### src/rtl/seq4_pkg.sv
package seq4_pkg;
  // Default geometry of the sequencer
  localparam int STATE_W_DEF = 4;
  localparam int COND_N_DEF  = 8;
  // Number of branch bits fed into the store address
  localparam int BR_W        = 2;
  // Width of the per-state fields that go beside the state in a control word
  localparam int CTRL_TAG_W  = 2 * BR_W;
endpackage

### src/rtl/seq4_cond_mux.sv
module seq4_cond_mux #(
  parameter int COND_N = 8,
  parameter int SEL_W  = $clog2(COND_N)
) (
  input  logic [COND_N-1:0] cond,
  input  logic [SEL_W-1:0]  sel,
  output logic              bit_o
);
  always_comb begin
    bit_o = 1'b0;
    for (int i = 0; i < COND_N; i++) begin
      if (sel == SEL_W'(i)) bit_o = cond[i];
    end
  end
endmodule

### src/rtl/seq4_sel_table.sv
module seq4_sel_table #(
  parameter int STATE_W = 4,
  parameter int SEL_W   = 3
) (
  input  logic [STATE_W-1:0] state,
  output logic [SEL_W-1:0]   sel0,
  output logic [SEL_W-1:0]   sel1
);
  localparam int N_ST = 1 << STATE_W;

  logic [SEL_W-1:0] tab0 [N_ST];
  logic [SEL_W-1:0] tab1 [N_ST];

  // Per-state select fields, computed when the design elaborates
  for (genvar s = 0; s < N_ST; s++) begin : g_tab
    assign tab0[s] = SEL_W'(s);
    assign tab1[s] = ~SEL_W'(s);
  end

  assign sel0 = tab0[state];
  assign sel1 = tab1[state];
endmodule

### src/rtl/seq4_rom.sv
module seq4_rom #(
  parameter int STATE_W = 4,
  parameter int CTRL_W  = STATE_W + seq4_pkg::CTRL_TAG_W
) (
  input  logic [STATE_W+seq4_pkg::BR_W-1:0] addr,
  output logic [STATE_W-1:0]                nxt,
  output logic [CTRL_W-1:0]                 ctrl
);
  import seq4_pkg::*;

  localparam int ADDR_W = STATE_W + BR_W;
  localparam int DEPTH  = 1 << ADDR_W;
  localparam int WORD_W = STATE_W + CTRL_W;

  function automatic logic [WORD_W-1:0] word_at(int a);
    logic [STATE_W-1:0] s;
    logic [BR_W-1:0]    b;
    logic [STATE_W-1:0] n;
    s = STATE_W'(a >> BR_W);
    b = BR_W'(a);
    n = STATE_W'(3 * int'(s) + 1 + 5 * int'(b));
    return {n, ~s, b, ~b};
  endfunction

  logic [WORD_W-1:0] mem [DEPTH];

  for (genvar a = 0; a < DEPTH; a++) begin : g_word
    assign mem[a] = word_at(a);
  end

  logic [WORD_W-1:0] word;
  assign word = mem[addr];
  assign nxt  = word[WORD_W-1 -: STATE_W];
  assign ctrl = word[CTRL_W-1:0];
endmodule

### src/rtl/seq4_branch.sv
module seq4_branch #(
  parameter int STATE_W = seq4_pkg::STATE_W_DEF,
  parameter int COND_N  = seq4_pkg::COND_N_DEF
) (
  input  logic                                     clk,
  input  logic                                     rst,
  input  logic [COND_N-1:0]                        cond,
  output logic [STATE_W-1:0]                       state_q,
  output logic [STATE_W+seq4_pkg::CTRL_TAG_W-1:0]  ctrl_q
);
  import seq4_pkg::*;

  localparam int SEL_W  = $clog2(COND_N);
  localparam int CTRL_W = STATE_W + CTRL_TAG_W;
  localparam int ADDR_W = STATE_W + BR_W;
  localparam logic [CTRL_W-1:0] RST_CTRL = {{STATE_W{1'b1}}, {BR_W{1'b0}}, {BR_W{1'b1}}};

  logic [SEL_W-1:0]   sel [BR_W];
  logic [BR_W-1:0]    br;
  logic [ADDR_W-1:0]  addr;
  logic [STATE_W-1:0] nxt;
  logic [CTRL_W-1:0]  ctrl_d;

  seq4_sel_table #(.STATE_W(STATE_W), .SEL_W(SEL_W)) i_sel (
    .state (state_q),
    .sel0  (sel[0]),
    .sel1  (sel[1])
  );

  for (genvar k = 0; k < BR_W; k++) begin : g_mux
    seq4_cond_mux #(.COND_N(COND_N), .SEL_W(SEL_W)) i_mux (
      .cond  (cond),
      .sel   (sel[k]),
      .bit_o (br[k])
    );
  end

  assign addr = {state_q, br};

  seq4_rom #(.STATE_W(STATE_W), .CTRL_W(CTRL_W)) i_rom (
    .addr (addr),
    .nxt  (nxt),
    .ctrl (ctrl_d)
  );

  always_ff @(posedge clk) begin
    if (rst) begin
      state_q <= '0;
      ctrl_q  <= RST_CTRL;
    end else begin
      state_q <= nxt;
      ctrl_q  <= ctrl_d;
    end
  end
endmodule

### config.mk
export PLATFORM = sky130hd
export DESIGN_NAME = seq4_branch
export DESIGN_NICKNAME = d
export VERILOG_FILES = /design/src/rtl/seq4_pkg.sv /design/src/rtl/seq4_cond_mux.sv /design/src/rtl/seq4_sel_table.sv /design/src/rtl/seq4_rom.sv /design/src/rtl/seq4_branch.sv
export SDC_FILE = /design/constraint.sdc
export NUM_CORES = 1
export LEC_CHECK = 0
export ABC_AREA = 1
export BUFFER_PORTS_ARGS = -buffer_cell sky130_fd_sc_hd__clkbuf_2
export CAP_MARGIN = 30
export CORE_MARGIN = 1.5
export CORE_UTILIZATION = 43
export CTS_BUF_LIST = sky130_fd_sc_hd__clkbuf_8
export DETAILED_ROUTE_END_ITERATION = 10
export PLACE_DENSITY = 0.66
export SLEW_MARGIN = 30
export SYNTH_ARGS = -nofsm -noshare
export SYNTH_HDL_FRONTEND = slang
export SYNTH_SLANG_ARGS = --single-unit
### constraint.sdc
create_clock -name clk -period 2.3 [get_ports clk]
set_input_delay 0.23 -clock clk [delete_from_list [all_inputs] [get_ports clk]]
set_output_delay 0.23 -clock clk [all_outputs]
set_load 0.02 [all_outputs]
==> results.py <==
metrics = {
    "timing": {
        "skew_ps": 6.221,
        "hold_violations": 0,
        "worst_pin_slew_ps": 252.8,
        "finalSetupViolations": 0,
        "fin_crit_ps": 2126,
        "rsz0062_at_grt": "no",
        "setup_tns_ps": 0,
        "fin_ws_ps": 173.9,
        "max_freq_mhz": 470.3,
        "slew_violations": 0,
        "post-route-period-util_pct": 92.44,
        "maxSlewHeadroom_pct": 83.02,
    },
    "clock_network": {
        "cts_root_buf": "clkbuf_8",
        "clkLatencyLatePin_ps": 240,
        "cts.sinks": 12,
        "htree_num_levels": 1,
        "cts-hold-fix-buffers": 0,
        "post_cts_buffers": 0,
        "path_clk_slew_ps": 50,
        "ctsResizeCount": 0,
        "numCtsBuffers": 3,
        "clk_path_buf_depth": 2,
        "cts_tree": "done",
    },
    "cells_and_area": {
        "postLayoutCoreUtil_pct": 60.10,
        "fillers": 145,
        "seq_area_um2": 242.7,
        "area_delta_synth_final_pct": 28.42,
        "antenna_cells": 0,
        "multi_input_area_um2": 380.4,
        "layout-drive-gt1-share_pct": 33.33,
        "fin_nets": 145,
        "final_area_um2": 915.9,
    },
    "worst_setup_path": {
        "rr_worst_depth": 16,
        "end_kind": "register",
        "cp.required_ps": 2430,
        "crit_arrival_ps": 2250,
        "cp_max_fo": 6,
        "start_kind": "register",
        "worstSetupPathType": "register to register",
        "reg2reg_slack_ps": 170,
        "worstReg2RegStart": "state_q[1]",
        "timing.rr.end": "state_q[3]",
    },
    "drt": {
        "first_pass_iters": 4,
        "drc": 0,
        "drt_iter0_drc": 11,
        "via_count": 765,
        "drt_wl_total_um": 1691,
        "drtAntennaViolNets": 0,
        "viasPerCell": 5.169,
        "avgRoutedWirePerCell_um": 11.43,
    },
    "placed_design": {
        "place_area_um2": 844.6,
        "dp_hpwl_um": 1194,
        "io_buffers": 21,
        "dpl_worst_slack_ps": 181.0,
        "gp_congestion": 0.8591,
    },
    "global_routing": {
        "grt_usage_pct": 19.43,
        "antenna_found_initial": 0,
        "grt_max_degree": 8,
        "overflow": 0,
        "grt_pass1_vias": 676,
        "grt_pass1_wl_um": 2746,
    },
    "yosys": {
        "syn_inst": 105,
        "ys_types": 20,
        "synth.avg_cell_area_um2": 6.792,
        "netlist_area_um2": 713.2,
        "ys.warnings.count": 0,
        "syn_nets": 117,
        "yosys_register_bits": 12,
        "yosysSeqAreaShare_pct": 33.68,
    },
    "run": {
        "cap_violations": 0,
    },
    "pwr": {
        "pwr-share-clk_pct": 14.4,
        "peakVddDrop_mv": 0.8525,
        "netSwitchingFraction_pct": 48.21,
        "finalPower_uw": 1565,
        "p_seq_share_pct": 21.6,
        "p_comb_share_pct": 64.0,
        "p_sw_uw": 754.4,
        "p_per_area_nw_per_um2": 1709,
        "leakagePower_uw": 0.0004759,
        "p_int_uw": 810.6,
    },
    "die": {
        "ioPinCount": 22,
        "num_rows": 14,
        "die_area_um2": 1912,
        "die_w_um": 43.73,
        "initial_utilization_pct": 46.80,
        "fp.coreArea_um2": 1524,
        "die_h_um": 43.73,
    },
    "worst_hold_path": {
        "hold_path.class": "input port to register",
        "min_from": "rst",
        "whs_path_depth": 2,
        "hold_end": "state_q[1]",
    },
    "run_status": {
        "status": "finished, final reports clean",
    },
}
metal layers:
metal	part of all wire, %	track usage [%]	wire length [um]	vias to the layer above
li1	-	-	-	396
met2	46	32.35	781	33
met4	3.4	10.30	57	0
met5	0	0	0	-
met1	44	22.94	742	328
met3	6.5	4.583	110	8
power groups by stage:
stage	Combinational [uW]	Clock, uW	Sequential [uW]
after floorplan	624	0	437
after global placement	926	0	334
after detailed placement	938	0	338
after CTS	966	228	334
after global routing	1100	242	344
final	1000	226	338
worst max-delay path, cell delays in order, from the launching register on:
cell and delay [ps]:
dfxtp_2 350, buf_4 160, nand4_1 80, nand2_1 60
nor2_1 110, nand4_1 110, nand2_2 120, nand2_2 70
inv_1 80, ha_1 190, nand2_1 90, o21ai_0 100
nor2_1 70, o21ai_0 220, nand3_1 100, nand2_1 60
nor2_1 40
layout by cell type, fill, tap and decap left out:
cell type | netlist | final
a21oi_1 | 5 | 5
a311oi_1 | 1 | 1
buf_4 | 1 | 6
buf_6 | 3 | 1
clkbuf_2 | 0 | 21
clkbuf_8 | 0 | 4
dfxtp_1 | 12 | 10
dfxtp_2 | 0 | 2
ha_1 | 2 | 2
inv_1 | 13 | 13
inv_2 | 2 | 2
nand2_1 | 25 | 23
nand2_2 | 0 | 2
nand3_1 | 6 | 6
nand3_2 | 3 | 3
nand4_1 | 7 | 7
nor2_1 | 15 | 13
nor2_2 | 0 | 2
nor3_1 | 3 | 3
nor4_2 | 1 | 1
o21ai_0 | 2 | 2
o21ai_1 | 1 | 1
o22ai_1 | 1 | 1
xor2_1 | 1 | 1
flip-flops by register name (all words and copies together) (netlist names):
signal	count
state_q	4
ctrl_q	8
Yosys cell counts:
| cell | count | share of area, % |
|---|---|---|
| o21ai_1 | 1 | 0.70 |
| buf_2 | 1 | 0.70 |
| nor2_1 | 15 | 7.9 |
| a311oi_1 | 1 | 1.2 |
| nand3_1 | 6 | 4.2 |
| nand3_2 | 3 | 4.2 |
| nand2_1 | 25 | 13 |
| o22ai_1 | 1 | 0.88 |
| inv_2 | 2 | 1.1 |
| inv_1 | 13 | 6.8 |
| a21oi_1 | 5 | 3.5 |
| dfxtp_1 | 12 | 34 |
| nor4_2 | 1 | 1.8 |
| o21ai_0 | 2 | 1.4 |
| nand4_1 | 7 | 6.1 |
| ha_1 | 2 | 3.5 |
| nor3_1 | 3 | 2.1 |
| buf_4 | 1 | 1.1 |
| buf_6 | 3 | 4.7 |
| xor2_1 | 1 | 1.2 |
area by class of cell:
type,instances,area share [%]
repair buffers,28,17.62
flip-flops and latches,12,26.50
well taps,16,2.186
inverters,15,6.148
clock buffers,4,6.011
multi-input cells,73,41.53
cell families (layout without fill, tap and decap cells):
group | Yosys count | in the layout | share of synthesized area, %
AO/OA/AOI/OAI | 10 | 10 | 7.719
flip-flops | 12 | 12 | 33.68
AND/OR/NAND/NOR | 60 | 60 | 39.47
XOR/XNOR | 1 | 1 | 1.228
buffers and inverters | 20 | 47 | 14.39
adder cells (fa/ha/maj) | 2 | 2 | 3.508
through the flow:
stage / std cells / hold WS (ps)
after floorplan: 105 / 302.4
after global placement: 144 / 404.1
after detailed placement: 144 / 407.2
after CTS: 148 / 197.5
after global routing: 148 / 195.9
final: 148 / 191.0
how the worst max path moves through the flow:
stage,end,from,depth (start not counted),slack (ps)
final,state_q[3],state_q[1],16,170
after global routing,state_q[3],state_q[0],16,3
after CTS,state_q[3],state_q[1],15,120
after detailed placement,state_q[3],state_q[1],15,180
after global placement,state_q[3],state_q[1],15,220
after floorplan,state_q[3],state_q[1],16,220
No activity file was read; power rests on OpenSTA's default activity.
